<file path="config.mk">
export PLATFORM = sky130hd
export DESIGN_NAME = edge_stamp_engine
export DESIGN_NICKNAME = d
export VERILOG_FILES = /design/src/rtl/esteng_pkg.sv /design/src/rtl/esteng_tick_counter.sv /design/src/rtl/esteng_change_detect.sv /design/src/rtl/esteng_event_fifo.sv /design/src/rtl/edge_stamp_engine.sv
export SDC_FILE = /design/constraint.sdc
export NUM_CORES = 2
export LEC_CHECK = 0
export CORE_UTILIZATION = 55
export CTS_BUF_LIST = sky130_fd_sc_hd__clkbuf_8
export CTS_CLUSTER_DIAMETER = 40
export DETAILED_ROUTE_END_ITERATION = 16
export GPL_TIMING_DRIVEN = 0
export PLACE_DENSITY_LB_ADDON = 0.3
export SLEW_MARGIN = 0
export SYNTH_ARGS = -nofsm -noshare
export SYNTH_HDL_FRONTEND = slang
export SYNTH_HIERARCHICAL = 1
export SYNTH_SLANG_ARGS = --single-unit
</file>
<file path="constraint.sdc">
create_clock -name clk -period 18.4 [get_ports clk]
set_input_delay 1.84 -clock clk [delete_from_list [all_inputs] [get_ports clk]]
set_output_delay 1.84 -clock clk [all_outputs]
set_load 0.01 [all_outputs]
</file>
<file path="src/rtl/esteng_pkg.sv">
package esteng_pkg;

    localparam int SLICE_W = 32;
    localparam int TS_W    = 64;
    localparam int IDX_W   = 8;

    // Register byte offsets
    localparam int OFF_CTRL   = 'h00;
    localparam int OFF_TS_HI  = 'h04;
    localparam int OFF_TS_LO  = 'h08;
    localparam int OFF_SRC    = 'h0C;
    localparam int OFF_NEW    = 'h10;
    localparam int OFF_OLD    = 'h14;
    localparam int OFF_CMD    = 'h1C;
    localparam int OFF_STATUS = 'h20;
    localparam int OFF_ENA    = 'h40;
    localparam int ENA_STRIDE = 'h20;

    localparam logic [31:0] CMD_POP = 32'd1;

    typedef struct packed {
        logic [TS_W-1:0]    ts;
        logic [IDX_W-1:0]   slice;
        logic [SLICE_W-1:0] old_val;
        logic [SLICE_W-1:0] new_val;
    } stamp_entry_t;

endpackage

</file>
<file path="src/rtl/esteng_tick_counter.sv">
module esteng_tick_counter #(
    parameter int W = 64
) (
    input  logic         clk,
    input  logic         rst_n,
    output logic [W-1:0] tick_o
);

    typedef struct packed {
        logic [W-1:0] cnt;
    } tick_st_t;

    tick_st_t s_d, s_q;

    always_comb begin
        s_d     = s_q;
        s_d.cnt = s_q.cnt + W'(1);
    end

    always_ff @(posedge clk or negedge rst_n) begin
        if (!rst_n) s_q <= '0;
        else        s_q <= s_d;
    end

    assign tick_o = s_q.cnt;

    AST_TICK_STEP: assert property (@(posedge clk) disable iff (!rst_n)
        1'b1 |=> tick_o == $past(tick_o) + W'(1));

endmodule

</file>
<file path="src/rtl/esteng_change_detect.sv">
module esteng_change_detect
    import esteng_pkg::*;
#(
    parameter int NUM_SLICES = 2
) (
    input  logic                          clk,
    input  logic                          rst_n,
    input  logic [NUM_SLICES*SLICE_W-1:0] lines_i,
    input  logic [NUM_SLICES*SLICE_W-1:0] mask_i,
    input  logic                          eng_en_i,
    input  logic                          full_i,
    input  logic [TS_W-1:0]               ts_i,
    output logic                          push_o,
    output logic                          drop_o,
    output stamp_entry_t                  entry_o
);

    localparam int SEL_W = (NUM_SLICES > 1) ? $clog2(NUM_SLICES) : 1;

    typedef struct packed {
        logic [NUM_SLICES-1:0][SLICE_W-1:0] last;
    } det_st_t;

    det_st_t s_d, s_q;

    logic [NUM_SLICES-1:0][SLICE_W-1:0] lines_a, mask_a;
    logic [NUM_SLICES-1:0]              chg;
    logic [SEL_W-1:0]                   sel;
    logic                               sel_v;

    assign lines_a = lines_i;
    assign mask_a  = mask_i;

    for (genvar s = 0; s < NUM_SLICES; s++) begin : g_slice
        assign chg[s] = eng_en_i && (|((lines_a[s] ^ s_q.last[s]) & mask_a[s]));
    end

    // Lowest pending slice is served first; others keep their old snapshot
    always_comb begin
        sel   = '0;
        sel_v = 1'b0;
        for (int s = NUM_SLICES - 1; s >= 0; s--) begin
            if (chg[s]) begin
                sel   = SEL_W'(s);
                sel_v = 1'b1;
            end
        end
    end

    always_comb begin
        s_d = s_q;
        for (int s = 0; s < NUM_SLICES; s++) begin
            if (!chg[s] || (sel == SEL_W'(s))) s_d.last[s] = lines_a[s];
        end
    end

    always_ff @(posedge clk or negedge rst_n) begin
        if (!rst_n) s_q <= '0;
        else        s_q <= s_d;
    end

    always_comb begin
        entry_o         = '0;
        entry_o.ts      = ts_i;
        entry_o.slice   = IDX_W'(sel);
        entry_o.old_val = s_q.last[sel];
        entry_o.new_val = lines_a[sel];
    end

    assign push_o = sel_v && !full_i;
    assign drop_o = sel_v && full_i;

endmodule

</file>
<file path="src/rtl/esteng_event_fifo.sv">
module esteng_event_fifo
    import esteng_pkg::*;
#(
    parameter int DEPTH = 16,
    localparam int CNT_W = $clog2(DEPTH + 1)
) (
    input  logic         clk,
    input  logic         rst_n,
    input  logic         push_i,
    input  stamp_entry_t entry_i,
    input  logic         pop_i,
    output stamp_entry_t head_o,
    output logic [CNT_W-1:0] count_o,
    output logic         empty_o,
    output logic         full_o
);

    localparam int PTR_W = (DEPTH > 1) ? $clog2(DEPTH) : 1;

    typedef struct packed {
        logic [PTR_W-1:0] wr;
        logic [PTR_W-1:0] rd;
        logic [CNT_W-1:0] cnt;
    } fifo_st_t;

    fifo_st_t     s_d, s_q;
    stamp_entry_t mem_q [DEPTH];
    logic         do_push, do_pop;

    assign empty_o = (s_q.cnt == '0);
    assign full_o  = (s_q.cnt == CNT_W'(DEPTH));
    assign do_push = push_i && !full_o;
    assign do_pop  = pop_i && !empty_o;

    always_comb begin
        s_d = s_q;
        if (do_push) s_d.wr = (s_q.wr == PTR_W'(DEPTH - 1)) ? '0 : s_q.wr + PTR_W'(1);
        if (do_pop)  s_d.rd = (s_q.rd == PTR_W'(DEPTH - 1)) ? '0 : s_q.rd + PTR_W'(1);
        case ({do_push, do_pop})
            2'b10:   s_d.cnt = s_q.cnt + CNT_W'(1);
            2'b01:   s_d.cnt = s_q.cnt - CNT_W'(1);
            default: s_d.cnt = s_q.cnt;
        endcase
    end

    always_ff @(posedge clk or negedge rst_n) begin
        if (!rst_n) s_q <= '0;
        else        s_q <= s_d;
    end

    always_ff @(posedge clk) begin
        if (do_push) mem_q[s_q.wr] <= entry_i;
    end

    assign head_o  = mem_q[s_q.rd];
    assign count_o = s_q.cnt;

    AST_FIFO_BOUND: assert property (@(posedge clk) disable iff (!rst_n)
        count_o <= CNT_W'(DEPTH));

    AST_PUSH_NOT_FULL: assert property (@(posedge clk) disable iff (!rst_n)
        push_i |-> !full_o);

    AST_POP_SHRINKS: assert property (@(posedge clk) disable iff (!rst_n)
        (pop_i && !push_i && !empty_o) |=> count_o == $past(count_o) - CNT_W'(1));

    AST_EMPTY_POP_HOLDS: assert property (@(posedge clk) disable iff (!rst_n)
        (pop_i && !push_i && empty_o) |=> empty_o);

endmodule

</file>
<file path="src/rtl/edge_stamp_engine.sv">
module edge_stamp_engine
    import esteng_pkg::*;
#(
    parameter int NUM_SLICES = 2,
    parameter int FIFO_DEPTH = 16,
    parameter int ADDR_W     = 8
) (
    input  logic                          clk,
    input  logic                          rst_n,
    input  logic [NUM_SLICES*SLICE_W-1:0] lines_i,
    input  logic                          reg_wr_i,
    input  logic [ADDR_W-1:0]             reg_addr_i,
    input  logic [31:0]                   reg_wdata_i,
    output logic [31:0]                   reg_rdata_o,
    output logic                          irq_o
);

    localparam int CNT_W = $clog2(FIFO_DEPTH + 1);
    localparam int SEL_W = (NUM_SLICES > 1) ? $clog2(NUM_SLICES) : 1;

    typedef struct packed {
        logic                               eng_en;
        logic                               irq_en;
        logic [7:0]                         thr;
        logic                               ovf;
        logic [NUM_SLICES-1:0][SLICE_W-1:0] mask;
    } regs_t;

    regs_t r_d, r_q;

    logic [TS_W-1:0]   tick;
    logic              det_push, det_drop;
    stamp_entry_t      det_entry, head_raw, head;
    logic [CNT_W-1:0]  fifo_count;
    logic              fifo_empty, fifo_full;
    logic              pop;
    logic [7:0]        occ;

    // Enable-word address decode
    logic [ADDR_W-1:0] ena_off;
    logic [ADDR_W-1:0] ena_idx_full;
    logic              ena_hit;
    logic [SEL_W-1:0]  ena_idx;

    assign ena_off      = reg_addr_i - ADDR_W'(OFF_ENA);
    assign ena_idx_full = ena_off >> $clog2(ENA_STRIDE);
    assign ena_idx      = ena_idx_full[SEL_W-1:0];
    assign ena_hit      = (reg_addr_i >= ADDR_W'(OFF_ENA))
                       && (ena_off[$clog2(ENA_STRIDE)-1:0] == '0)
                       && (ena_idx_full < ADDR_W'(NUM_SLICES));

    esteng_tick_counter #(.W(TS_W)) u_tick (
        .clk    (clk),
        .rst_n  (rst_n),
        .tick_o (tick)
    );

    esteng_change_detect #(.NUM_SLICES(NUM_SLICES)) u_detect (
        .clk      (clk),
        .rst_n    (rst_n),
        .lines_i  (lines_i),
        .mask_i   (r_q.mask),
        .eng_en_i (r_q.eng_en),
        .full_i   (fifo_full),
        .ts_i     (tick),
        .push_o   (det_push),
        .drop_o   (det_drop),
        .entry_o  (det_entry)
    );

    esteng_event_fifo #(.DEPTH(FIFO_DEPTH)) u_fifo (
        .clk     (clk),
        .rst_n   (rst_n),
        .push_i  (det_push),
        .entry_i (det_entry),
        .pop_i   (pop),
        .head_o  (head_raw),
        .count_o (fifo_count),
        .empty_o (fifo_empty),
        .full_o  (fifo_full)
    );

    // Register writes and sticky overflow
    always_comb begin
        r_d = r_q;
        pop = 1'b0;
        if (reg_wr_i) begin
            if (reg_addr_i == ADDR_W'(OFF_CTRL)) begin
                r_d.eng_en = reg_wdata_i[0];
                r_d.irq_en = reg_wdata_i[1];
                r_d.thr    = reg_wdata_i[15:8];
            end else if (reg_addr_i == ADDR_W'(OFF_STATUS)) begin
                if (reg_wdata_i[0]) r_d.ovf = 1'b0;
            end else if (reg_addr_i == ADDR_W'(OFF_CMD)) begin
                pop = (reg_wdata_i == CMD_POP);
            end else if (ena_hit) begin
                r_d.mask[ena_idx] = reg_wdata_i;
            end
        end
        if (det_drop) r_d.ovf = 1'b1;
    end

    always_ff @(posedge clk or negedge rst_n) begin
        if (!rst_n) begin
            r_q     <= '0;
            r_q.thr <= 8'd1;
        end else begin
            r_q <= r_d;
        end
    end

    assign head = fifo_empty ? '0 : head_raw;
    assign occ  = 8'(fifo_count);

    // Register reads
    always_comb begin
        reg_rdata_o = '0;
        if (reg_addr_i == ADDR_W'(OFF_CTRL)) begin
            reg_rdata_o[0]    = r_q.eng_en;
            reg_rdata_o[1]    = r_q.irq_en;
            reg_rdata_o[15:8] = r_q.thr;
        end else if (reg_addr_i == ADDR_W'(OFF_TS_HI)) begin
            reg_rdata_o = head.ts[63:32];
        end else if (reg_addr_i == ADDR_W'(OFF_TS_LO)) begin
            reg_rdata_o = head.ts[31:0];
        end else if (reg_addr_i == ADDR_W'(OFF_SRC)) begin
            reg_rdata_o[23:16] = head.slice;
        end else if (reg_addr_i == ADDR_W'(OFF_NEW)) begin
            reg_rdata_o = head.new_val;
        end else if (reg_addr_i == ADDR_W'(OFF_OLD)) begin
            reg_rdata_o = head.old_val;
        end else if (reg_addr_i == ADDR_W'(OFF_STATUS)) begin
            reg_rdata_o[15:8] = occ;
            reg_rdata_o[0]    = r_q.ovf;
        end else if (ena_hit) begin
            reg_rdata_o = r_q.mask[ena_idx];
        end
    end

    assign irq_o = r_q.irq_en && !fifo_empty && (occ >= r_q.thr);

    AST_NO_PUSH_WHEN_OFF: assert property (@(posedge clk) disable iff (!rst_n)
        !r_q.eng_en |-> !(det_push || det_drop));

    AST_IRQ_HAS_DATA: assert property (@(posedge clk) disable iff (!rst_n)
        irq_o |-> !fifo_empty);

    AST_OVF_STICKY: assert property (@(posedge clk) disable iff (!rst_n)
        (r_q.ovf && !(reg_wr_i && reg_addr_i == ADDR_W'(OFF_STATUS) && reg_wdata_i[0]))
        |=> r_q.ovf);

    AST_DROP_ONLY_FULL: assert property (@(posedge clk) disable iff (!rst_n)
        det_drop |-> fifo_count == CNT_W'(FIFO_DEPTH));

endmodule

</file>
==> reports/metrics.yaml <==
rows: 152
synth-simple-area-share_pct: 1.61
vias: 53600
routed_wl_um: 277000
clk_pin_slew_ns: 0.06
start_util_pct: 55.6
rsz0062_at_grt: "no"
synth_ff_type: "edfxtp_1"
netlist_area_um2: 96000
avgSynthCellArea_um2: 19.8
cpLargestDelayFamily: "buffers and inverters"
p_total_mw: 10.8
port_buffers: 137
cp_slowest_cell: "clkbuf_1"
cts_buffers: 396
overflow: 0
ir_worst_vdd_mv: 0.0522
yosys_warnings: 6
clock_sinks: 2392
viasPerCell: 6.57
setup_viol: 0
synth_top_family_by_area: "multiplexers"
synth-seq-cells: 2392
worstPathArrival_ns: 6.26
skew_ns: 0.0784
synth_fa_ha_area_share_pct: 0.216
grt_pass1_wl_um: 384000
final.min_clock_period_ns: 8.10
die-area_um2: 176000
p_leak_nw: 36.9
worst-path-buf-inv: 4
synth-compound-area-share_pct: 4.49
cts_tree: "done"
hold_viol: 0
tightest_slew_ns: 1.47
area_growth_pct: 15.2
n_fill_cell: 11500
post_cts_buffers: 0
worstPathRequired_ns: 16.56
timing.final.crit_share_pct: 44.0
antenna_found_initial: 15
seq_area_um2: 70700
grt_pass1_vias: 52700
cts_hold_buf: 0
hpwl_um: 187000
power.density_nw_per_um2: 97.6
drv_cap: 0
gp_congestion: 0.961
multi_input_area_um2: 23100
status: "finished clean"
layout.nets: 5664
fp.dieW_um: 420
first_pass_iters: 8
syn_inst: 4841
drt-initial-drc-count: 7280
max_freq_mhz: 123
insertion_delay_ns: 1.08
synth_edf_count: 2176
dieHeight_um: 420
io-pin-count: 140
cts_root_buf: "clkbuf_8"
grt_max_degree: 107
fin_hold_ws_ns: 0.485
cpPeakStageDelay_ns: 1.07
gr-usage-all-layers_pct: 31.6
critPathLaunchType: "flip-flop"
clk_path_buf_depth: 4
maxSlewHeadroom_pct: 2.11
crit_chain: "buf_4, buf_2, clkbuf_1, mux4_2, a32oi_1, o21ai_1, a221oi_1, o21ai_0, clkdlybuf4s50_1"
synth_xor_area_share_pct: 1.20
endpoint_kind: "output port"
drv_slew: 0
ys_seq_area_share_pct: 73.7
hold_class: "flip-flop to flip-flop"
finalSetupTns_ns: 0
synth_cell_type_count: 74
wire_per_inst_um: 34.0
post_route_cells_drive_above_1_share_pct: 26.3
drc: 0
ys_async_sr_fraction_pct: 9.03
path_max_fanout: 10
design.core.area_um2: 172000
muxShareOfSynthArea_pct: 16.4
ctsResizeCount: 0
postRouteAntennaNets: 0
h-tree-depth: 5
critPathKind: "flip-flop to output port"
logic make-up (layout without fill, tap and decap cells):
logic type	after synthesis	after routing
adders and majority gates	16	16
buffers and inverters	399	1385
and+or+nand+nor	266	266
muxes	1024	1024
other	1	20
AOI/OAI and AO/OA	611	611
xor gates and xnor gates	132	132
DFF	2392	2392
worst paths after layout:
kind	start	end	slack (ns)	depth (start not counted)
worst max-delay path	u_fifo/s_q[6]	reg_rdata_o[24]	10.30	9
worst min-delay path	r_q[64]	r_q[64]	0.49	1
worst max register to register	u_detect/s_q[36]	u_fifo/mem_q[1][57]	12.78	15
worst min register to register	r_q[64]	r_q[64]	0.49	1
max in group asynchronous	rst_n	u_detect/s_q[27]	16.71	2
min in group asynchronous	rst_n	u_tick/tick_o[61]	0.68	1
synth_stat cells, types with 49 or more instances:
cell / n / area [µm²]
mux2_2: 136 / 1530
nand2_1: 57 / 214
edfxtp_1: 2176 / 65300
a22oi_1: 189 / 1420
xor2_1: 99 / 867
clkbuf_1: 130 / 488
nor2_1: 53 / 199
dfrtp_1: 215 / 5380
o21ai_1: 138 / 691
mux2_4: 49 / 736
a32oi_1: 136 / 1190
mux2i_1: 429 / 4290
buf_2: 88 / 440
mux4_2: 408 / 9190
buf_4: 112 / 841
power breakdown:
group / internal, mW / switching (mW)
sequential: 5.94 / 0.0278
clock: 2.40 / 2.09
combinational: 0.106 / 0.219
placed cells by master (no fill, tap or decap), types with 11 or more instances in the layout:
master | netlist | final
edfxtp_1 | 2176 | 2176
mux2i_1 | 429 | 429
clkbuf_8 | 0 | 415
mux4_2 | 408 | 408
dfrtp_1 | 215 | 215
a22oi_1 | 189 | 189
inv_1 | 22 | 145
o21ai_1 | 138 | 138
mux2_2 | 136 | 136
clkdlybuf4s50_1 | 0 | 136
a32oi_1 | 136 | 136
clkbuf_1 | 130 | 130
buf_4 | 112 | 115
xor2_1 | 99 | 99
buf_2 | 88 | 88
buf_6 | 25 | 88
clkinv_1 | 0 | 69
buf_12 | 0 | 68
nand2_1 | 57 | 57
mux2_4 | 49 | 49
clkinv_2 | 0 | 43
nor2_1 | 53 | 40
xnor2_1 | 33 | 33
a21oi_1 | 30 | 30
nand4_1 | 30 | 30
o21ai_0 | 29 | 29
nand3_1 | 24 | 24
bufinv_16 | 0 | 23
buf_1 | 19 | 19
o22ai_1 | 18 | 18
nor3_2 | 13 | 17
nor3_1 | 20 | 16
ha_1 | 15 | 15
buf_16 | 0 | 15
nor4_1 | 15 | 14
diode_2 | 0 | 13
nor2_4 | 0 | 13
a21o_1 | 12 | 12
a221oi_1 | 11 | 11
buf_8 | 0 | 11
metal layers:
layer	GRT usage, %	share of wire, %	up-vias
li1	-	-	21400
met1	41.8	36	27800
met2	47.9	46	3686
met3	7.55	11	683
met4	19.1	6.5	4
met5	0	0.0083	-
sequential cells by signal, summed over array words and instances (netlist names), named ones only:
signal	cells
u_fifo/mem_q	2176
u_detect/s_q	64
u_tick/tick_o	64
r_q	11
u_fifo/s_q	8
u_fifo/count_o	5
through the flow:
stage,area (µm²),setup WS (ns),util (%),std cells
floorplan,96000,5.26,-,4847
CTS,111000,10.35,64.1,8143
finish,111000,10.30,64.1,8156
global placement,100000,-9.31,58.1,7294
global route,111000,10.22,64.1,8151
detailed placement,103000,10.91,59.7,7453
area by class of cell:
type	count	share of cell area (%)
flip-flops and latches	2392	64.0
multi-input cells	2056	20.9
clock buffers	415	5.17
repair buffers	296	3.65
well taps	2310	2.61
plain buffers	376	1.93
clock inverters	275	1.60
inverters	23	0.0781
diodes	13	0.0294
(Power assumes the default switching activity.)
